--- config.mk ---
export PLATFORM = sky130hd
export DESIGN_NAME = led_matrix_scanner
export DESIGN_NICKNAME = d
export VERILOG_FILES = /design/src/rtl/led_scan_pkg.sv /design/src/rtl/scan_dwell_timer.sv /design/src/rtl/scan_row_sequencer.sv /design/src/rtl/scan_pattern_unit.sv /design/src/rtl/led_matrix_scanner.sv
export SDC_FILE = /design/constraint.sdc
export NUM_CORES = 1
export LEC_CHECK = 0
export ABC_AREA = 1
export BUFFER_PORTS_ARGS = -buffer_cell sky130_fd_sc_hd__buf_2
export CAP_MARGIN = 20
export CORE_ASPECT_RATIO = 1.2
export CORE_MARGIN = 2
export CORE_UTILIZATION = 62
export CTS_BUF_LIST = sky130_fd_sc_hd__clkbuf_4
export DETAILED_ROUTE_END_ITERATION = 16
export GPL_ROUTABILITY_DRIVEN = 0
export GPL_TIMING_DRIVEN = 1
export MAX_ROUTING_LAYER = met4
export PLACE_DENSITY = 0.87
export SLEW_MARGIN = 20
export SYNTH_ARGS = -nofsm -noshare
export SYNTH_HDL_FRONTEND = slang
export SYNTH_SLANG_ARGS = --single-unit
--- constraint.sdc ---
create_clock -name clk -period 6.7 [get_ports clk]
set_clock_uncertainty 0.2 [all_clocks]
set_input_delay 1.34 -clock clk [delete_from_list [all_inputs] [get_ports clk]]
set_output_delay 1.34 -clock clk [all_outputs]
set_load 0.05 [all_outputs]
--- src/rtl/led_scan_pkg.sv ---
package led_scan_pkg;
  localparam int ROWS    = 8;
  localparam int LINES   = 8;
  localparam int BYTES   = 4;
  localparam int FRAME_W = LINES * BYTES;
  localparam int ROW_W   = $clog2(ROWS);

  typedef logic [ROW_W-1:0]   row_t;
  typedef logic [LINES-1:0]   line_t;
  typedef logic [FRAME_W-1:0] frame_t;

  // One-hot row select for a given row
  function automatic line_t row_select(row_t r);
    return line_t'({1'b1, {(LINES-1){1'b0}}}) >> r;
  endfunction

  // Data bits for a row, taken from the triangular packing
  function automatic line_t row_data(frame_t f, row_t r);
    line_t b;
    logic [1:0] idx;
    idx = r[1:0];
    b = f[LINES*idx +: LINES];
    if (!r[2]) return b >> r;
    else       return b & (line_t'('1) << idx);
  endfunction

  function automatic line_t row_drive(frame_t f, row_t r);
    return row_select(r) | row_data(f, r);
  endfunction
endpackage

--- src/rtl/scan_dwell_timer.sv ---
module scan_dwell_timer #(
  parameter int DWELL_CYCLES = 200000
) (
  input  logic clk,
  input  logic rst,
  output logic step,
  output logic first
);
  localparam int CNT_W = (DWELL_CYCLES > 1) ? $clog2(DWELL_CYCLES) : 1;
  localparam logic [CNT_W-1:0] LAST = CNT_W'(DWELL_CYCLES - 1);

  logic [CNT_W-1:0] cnt;
  logic             started;

  assign first = !started;
  assign step  = !started || (cnt == LAST);

  always_ff @(posedge clk) begin
    if (rst) begin
      cnt     <= '0;
      started <= 1'b0;
    end else begin
      started <= 1'b1;
      if (step) cnt <= '0;
      else      cnt <= cnt + 1'b1;
    end
  end

  // the dwell counter stays inside its window
  assert_cnt_in_window_R3: assert property (@(posedge clk) disable iff (rst)
    cnt <= LAST);

  // the very first active cycle after reset produces a load
  assert_first_load_R2: assert property (@(posedge clk) disable iff (rst)
    first |-> step);
endmodule

--- src/rtl/scan_row_sequencer.sv ---
module scan_row_sequencer
  import led_scan_pkg::*;
(
  input  logic clk,
  input  logic rst,
  input  logic step,
  input  logic first,
  output row_t row_q,
  output row_t row_next,
  output logic scan_start
);
  localparam row_t LAST_ROW = row_t'(ROWS - 1);

  always_comb begin
    if (first)                 row_next = '0;
    else if (row_q == LAST_ROW) row_next = '0;
    else                       row_next = row_q + 1'b1;
  end

  assign scan_start = step && (row_next == '0);

  always_ff @(posedge clk) begin
    if (rst)       row_q <= '0;
    else if (step) row_q <= row_next;
  end

  // the row only moves on a load strobe
  assert_row_holds_R3: assert property (@(posedge clk) disable iff (rst)
    !step |=> $stable(row_q));

  // after the last row the scan returns to row 0
  assert_row_wrap_R4: assert property (@(posedge clk) disable iff (rst)
    (step && !first && row_q == LAST_ROW) |=> (row_q == '0));

  // a normal step advances by exactly one
  assert_row_inc_R3: assert property (@(posedge clk) disable iff (rst)
    (step && !first && row_q != LAST_ROW) |=> (row_q == $past(row_q) + 1'b1));
endmodule

--- src/rtl/scan_pattern_unit.sv ---
module scan_pattern_unit
  import led_scan_pkg::*;
(
  input  logic   clk,
  input  logic   rst,
  input  logic   step,
  input  logic   scan_start,
  input  row_t   row_next,
  input  frame_t frame_in,
  output line_t  drive_q,
  output line_t  en_q
);
  frame_t frame_q;
  frame_t frame_use;

  assign frame_use = scan_start ? frame_in : frame_q;

  always_ff @(posedge clk) begin
    if (rst) begin
      frame_q <= '0;
      drive_q <= '0;
      en_q    <= '0;
    end else begin
      if (scan_start) frame_q <= frame_in;
      if (step) begin
        drive_q <= row_drive(frame_use, row_next);
        en_q    <= '1;
      end
    end
  end

  // the captured frame only changes when a scan starts
  assert_frame_held_R9: assert property (@(posedge clk) disable iff (rst)
    !scan_start |=> $stable(frame_q));

  // enables stay all ones once any row has been loaded
  assert_en_on_R8: assert property (@(posedge clk) disable iff (rst)
    step |=> (en_q == '1));

  // the pattern only changes on a load strobe
  assert_drive_held_R9: assert property (@(posedge clk) disable iff (rst)
    !step |=> $stable(drive_q));
endmodule

--- src/rtl/led_matrix_scanner.sv ---
module led_matrix_scanner
  import led_scan_pkg::*;
#(
  parameter int DWELL_CYCLES = 200000
) (
  input  logic               clk,
  input  logic               rst,
  input  logic [FRAME_W-1:0] frame,
  output logic [LINES-1:0]   line_drive,
  output logic [LINES-1:0]   line_en,
  output logic [ROW_W-1:0]   row_idx
);
  logic step;
  logic first;
  logic scan_start;
  row_t row_q;
  row_t row_next;

  scan_dwell_timer #(.DWELL_CYCLES(DWELL_CYCLES)) u_timer (
    .clk   (clk),
    .rst   (rst),
    .step  (step),
    .first (first)
  );

  scan_row_sequencer u_seq (
    .clk        (clk),
    .rst        (rst),
    .step       (step),
    .first      (first),
    .row_q      (row_q),
    .row_next   (row_next),
    .scan_start (scan_start)
  );

  scan_pattern_unit u_pat (
    .clk        (clk),
    .rst        (rst),
    .step       (step),
    .scan_start (scan_start),
    .row_next   (row_next),
    .frame_in   (frame),
    .drive_q    (line_drive),
    .en_q       (line_en)
  );

  assign row_idx = row_q;

  // once running, the drive carries the select bit of the shown row
  assert_select_bit_R5: assert property (@(posedge clk) disable iff (rst)
    (line_en == '1) |-> line_drive[(LINES-1) - int'(row_idx)]);

  // a reset edge clears the outputs
  assert_reset_clear_R1: assert property (@(posedge clk)
    rst |=> (line_drive == '0 && line_en == '0 && row_idx == '0));
endmodule

; ---- After elaboration in Yosys (flattened, before gate mapping)
; Cells that the tools add are included.
[totals]
output_inout_bits = 19
ramBits = 0
latchBits = 0
elab_cells = 28
ff_bits = 63
mem_count = 0
mem_bits_ro = 0
inputBits = 34
[classes]
n_mul = 0
n_reduce_logical = 5
eq_ne = 2
n_addsub = 2
n_mux = 7
shifts = 4
div = 0
magnitude_cmp = 0
bitwise_logic = 2
[ops]
columns = cell, count
row1 = 32-bit two-way mux, 1
row2 = 32-bit by 6-bit indexed part select with 8-bit output, 1
row3 = 8-bit two-way mux, 3
row4 = 18-bit by 1-bit adder with 18-bit output (second input constant), 1
row5 = 18-bit equality test (second input constant), 1
row6 = 8-bit AND, 1
row7 = 8-bit OR, 1
row8 = 8-bit by 2-bit left shift with 8-bit output (first input constant), 1
row9 = 8-bit by 3-bit right shift with 8-bit output, 1
row10 = 8-bit by 3-bit right shift with 8-bit output (first input constant), 1
row11 = 3-bit two-way mux, 2
row12 = 3-bit by 1-bit adder with 3-bit output (second input constant), 1
row13 = 3-bit equality test (second input constant), 1
row14 = 3-bit logical NOT, 1
row15 = 2-bit OR reduction, 1
row16 = 1-bit logical AND, 1
row17 = 1-bit logical NOT, 1
row18 = 1-bit logical OR, 1
row19 = 1-bit two-way mux, 1

; ---- Depth between registers and ports, before layout
[depth]
ltp_word = 12
mapped_depth = 17
ltp_nobuf = 16

; ---- By module
; Synthesis repeated with hierarchy kept, for this count alone.
[unflattened]
hier_cells = 462
area_unflattened_um2 = 3071.7
[modules_own_cells]
columns = module, area_each_um2, n_inst, cells_per_inst, seq_area_each_um2
row1 = scan_pattern_unit, 1890.6, 1, 294, 720.7
row2 = scan_dwell_timer, 1021.0, 1, 145, 380.4
row3 = scan_row_sequencer, 160.2, 1, 23, 60.1

; ---- Worst setup path before layout
; Ideal clock, no wire load.
[synth_path]
kind = flip-flop to flip-flop
startpoint = reg u_seq.row_q[0]
endpoint = reg u_pat.drive_q[5]
path_slack_ns = 4.006
required_ns = 6.387
path_stages_with_launch = 16
n_path_buf = 1
arrival_time_ns = 2.381
synth_period_minus_slack_ns = 2.694
setup_ns = 0.113
cell_sequence = dfxtp_1 -> ha_1 -> ha_1 -> nand2_2 -> inv_2 -> nor2_8 -> buf_4 -> nand3b_1 -> nand3_1 -> nand2_1 -> nor2_2 -> nand2_1 -> nand3_1 -> nand3_1 -> nand2_1 -> nand2_1
[synth_via]
elab_chain_cells = 12
[synth_lines]
columns = item, line_no
row1 = from (decl), scan_row_sequencer.sv:8  ; output row_t row_q,
row2 = from (signal assigned), scan_row_sequencer.sv:24  ; else if (step) row_q <= row_next;
row3 = 3-bit by 1-bit adder with 3-bit output or 3-bit equality test (tied branches), "scan_row_sequencer.sv:17, scan_row_sequencer.sv:16"
row4 = 3-bit two-way mux *, scan_row_sequencer.sv:16  ; else if (row_q == LAST_ROW) row_next = '0;
row5 = 3-bit two-way mux *, scan_row_sequencer.sv:15  ; if (first) row_next = '0;
row6 = 3-bit logical NOT, scan_row_sequencer.sv:20  ; assign scan_start = step && (row_next == '0);
row7 = 1-bit logical AND, scan_row_sequencer.sv:20
row8 = 32-bit two-way mux, -
row9 = 32-bit by 6-bit indexed part select with 8-bit output, led_scan_pkg.sv:22  ; b = f[LINES*idx +: LINES];
row10 = 8-bit by 3-bit right shift with 8-bit output or 8-bit AND (tied branches), "led_scan_pkg.sv:23, led_scan_pkg.sv:24"
row11 = 8-bit two-way mux, led_scan_pkg.sv:23  ; if (!r[2]) return b >> r;
row12 = 8-bit two-way mux, scan_pattern_unit.sv:25  ; if (step) begin
row13 = 8-bit two-way mux, scan_pattern_unit.sv:19  ; if (rst) begin
row14 = 8-bit OR *, led_scan_pkg.sv:28  ; return row_select(r) | row_data(f, r);
row15 = to (signal assigned), scan_pattern_unit.sv:26  ; drive_q <= row_drive(frame_use, row_next);
row16 = to (decl), scan_pattern_unit.sv:10  ; output line_t drive_q,
; Every way passes the cells marked *; elsewhere a longest branch is shown, timed or not. The select of a mux whose other input is x is not followed.
; A chain may end at the register's enable or synchronous reset.

; ---- Worst setup path after layout
[layout_path]
startpoint = reg u_seq.row_q[0]
endpoint = reg u_pat.drive_q[7]
; Same word-level chain as after synthesis.

==> impl_metrics.json <==
{
  "r2r_setup_slack_ps": 3620,
  "cts_setup_buffers": 0,
  "die_h_um": 80.4,
  "fmax_ghz": 0.325,
  "setup_viol": 0,
  "max_cap_viol_count": 0,
  "ioPinCount": 53,
  "drc": 0,
  "ctsResizeCount": 0,
  "wl_met3_um": 372,
  "cp-start-kind": "flip-flop",
  "tightest_slew_ps": 634,
  "synthAdderAreaFrac": 0.0124,
  "wl_met2_um": 2950,
  "netlist.area_leader.share": 0.385,
  "numCtsBuffers": 9,
  "clk_root_buffer_cell": "clkbuf_4",
  "grt_pass1_vias": 2588,
  "worst_ep_arrival_time_ps": 3140,
  "syn_nets": 470,
  "dieArea_sq_mm": 0.00544,
  "io_buffers": 47,
  "cp_cell_sequence": "ha_1 -> ha_1 -> nor2_1 -> nand2_1 -> nand2_2 -> nor2_8 -> nand2_8 -> or2_2 -> o21ai_0 -> or2_1 -> nand3_1 -> o21ai_1 -> a21oi_1",
  "synth_xor_area_frac": 0.0174,
  "coreArea_sq_mm": 0.00463,
  "crit_top_cell": "ha_1",
  "crit_type": "flip-flop to flip-flop",
  "seq_area_sq_mm": 0.00116,
  "layout.nets": 509,
  "ir_worst_vdd_uv": 148,
  "antenna_found_initial": 0,
  "drive_gt1_frac": 0.187,
  "holdBufCountCts": 0,
  "cp_slowest_cell": "dfxtp_1",
  "ys_ff_latch": 58,
  "rows": 27,
  "firstDrtPassIters": 5,
  "rsz0062_at_grt": "false",
  "synth_cell_types": 37,
  "period_share": 0.459,
  "finalPower_mw": 0.692,
  "grt_max_degree": 35,
  "critPathMaxFanout": 32,
  "vias": 2882,
  "synth_top_cells_by_area": "dfxtp_1, nand2_1, nand3_1",
  "setup_tns_ps": 0,
  "min_path_cells": 2,
  "clkTransAtPathRegs_ps": 100,
  "grt_pass1_wl_um": 10700,
  "yosys_warnings": 0,
  "powerDensity_mw_per_mm2": 209,
  "ant_nets": 0,
  "dp_hpwl_um": 4630,
  "initial_core_util": 0.652,
  "netlist_area_sq_mm": 0.00302,
  "cpLargestDelayFamily": "simple AND/OR/NAND/NOR gates",
  "reg2reg_depth": 13,
  "ys_seq_area_frac": 0.385,
  "period_needed_ps": 3080,
  "drt_first_iter_violations": 283,
  "maxSlewHeadroom": 0.577,
  "gr-total-overflow": 0,
  "routed_via_density": 5.39,
  "outcome": "finished clean",
  "highest_layer": "met4",
  "cp.required_ps": 6760,
  "wl_per_cell_um": 12.0,
  "cts_tree": "yes",
  "cp.depth": 13,
  "track_usage": 0.266,
  "syn_area_per_cell_sq_um": 6.97,
  "fillers": 385,
  "synth_compound_area_frac": 0.0771,
  "hold_viol": 0,
  "synth-simple-area-share": 0.390,
  "multiInputGateArea_sq_mm": 0.00151,
  "slew_violations": 0,
  "clk_latency_ps": 400,
  "netlist_instances": 433,
  "synth_top_family_by_area": "simple AND/OR/NAND/NOR gates",
  "hold_path_class": "flip-flop to flip-flop",
  "htreeDepth": 3,
  "area_growth_pct": 9.49,
  "leakage_nw": 1.60,
  "yosysTopAreaCell": "dfxtp_1",
  "synthMuxAreaShare": 0.00332,
  "antenna_cells": 0,
  "drt_wl_total_um": 6400,
  "cts_sinks": 58,
  "cp-end-kind": "flip-flop",
  "critPathMaxStageDelay_ps": 390,
  "die_width_um": 67.7,
  "met1Wirelength_um": 2860,
  "worst-path-buf-inv": 0,
  "clk_path_buf_depth": 2
}
==> state kept, by name, indices dropped and copies added, names as in the netlist <==
| signal | count |
|---|---|
| u_pat.en_q | 1 |
| u_pat.drive_q | 8 |
| u_timer.started | 1 |
| u_timer.cnt | 18 |
| u_pat.frame_q | 27 |
| u_seq.row_q | 3 |
==> final timing paths <==
kind,end,startpoint
worst max register to register,u_pat.drive_q[7],u_seq.row_q[0]
worst min-delay path,u_pat.drive_q[1],u_pat.drive_q[1]
worst min register to register,u_pat.drive_q[1],u_pat.drive_q[1]
worst max-delay path,u_pat.drive_q[7],u_seq.row_q[0]
==> tightest hold or removal path: cells and delay by family, from the launching register on <==
kind,cells,cell delay (ps)
flops,1,320
simple gates,2,100
==> synth_stat cells <==
master and number:
nand3b_1 14, o211ai_1 2, buf_4 11, mux2i_1 1, nand2_2 4, a31oi_1 2, or2_2 8, nor3_1 3
a21oi_1 15, o31ai_1 4, or2_1 3, xnor2_1 2, nand2_8 1, nor3b_1 2, nand2_4 1, nor2_8 1
nand2_1 99, nand3_1 44, xor2_1 4, buf_8 1, clkbuf_1 5, inv_1 53, nand4_1 6, nor2_2 4
nor4_1 1, o21a_1 2, dfxtp_1 58, nand3_2 2, inv_2 3, or3b_2 1, o21ai_0 13, o21ai_1 4
nor2_1 52, nor2_4 1, buf_2 2, buf_6 1, ha_1 3
==> report_power, final <==
part           internal, mW  switching (mW)  leakage (nW)
sequential            0.360         0.00586         0.475
clock                0.0859           0.122        0.0685
combinational        0.0362          0.0815          1.05
==> final cells by class <==
type / count / share of cell area
Inverter: 56 / 0.0636
Clock buffer: 12 / 0.0273
Timing Repair Buffer: 48 / 0.0735
Sequential cell: 58 / 0.351
Multi-Input combinational cell: 299 / 0.457
Clock inverter: 4 / 0.00568
Tap cell: 58 / 0.0220
==> kinds of logic after synthesis <==
group,after synthesis
and+or+nand+nor,247
buffers and inverters,76
DFF,58
AOI/OAI and AO/OA,42
xor gates and xnor gates,6
adders and majority gates,3
muxes,1
==> per-layer routing <==
metal  vias to the layer above  track usage
met5                         -            -
met1                      1303        0.325
li1                       1453            -
met4                         0        0.161
met3                        25       0.0378
met2                       101        0.410
==> metrics by stage <==
| stage | instance area [sq um] | hold slack [ps] | worst slack [ps] | util | std cells |
|---|---|---|---|---|---|
| after floorplan | 3020 | 218 | 4010 | - | 433 |
| after global placement | 3200 | 228 | 3710 | 0.690 | 519 |
| after detailed placement | 3200 | 239 | 3690 | 0.690 | 519 |
| after CTS | 3300 | 257 | 3670 | 0.714 | 535 |
| after global routing | 3300 | 283 | 3390 | 0.714 | 535 |
| final | 3300 | 254 | 3620 | 0.714 | 535 |
==> placed cells by master (no fill, tap or decap), types with 3 or more instances in the layout <==
master / instances
ha_1: 3
nor3_1: 3
clkinv_2: 3
o21ai_0: 13
xor2_1: 4
clkbuf_4: 12
nor2_1: 52
a21oi_1: 15
inv_1: 53
buf_2: 47
o31ai_1: 4
nand4_1: 6
nand3b_1: 14
or2_2: 8
inv_2: 3
nand2_1: 99
dfxtp_1: 58
nor2_2: 4
or2_1: 3
nand2_2: 4
o21ai_1: 4
nand3_1: 44
Power figures use the tool's default switching activity.
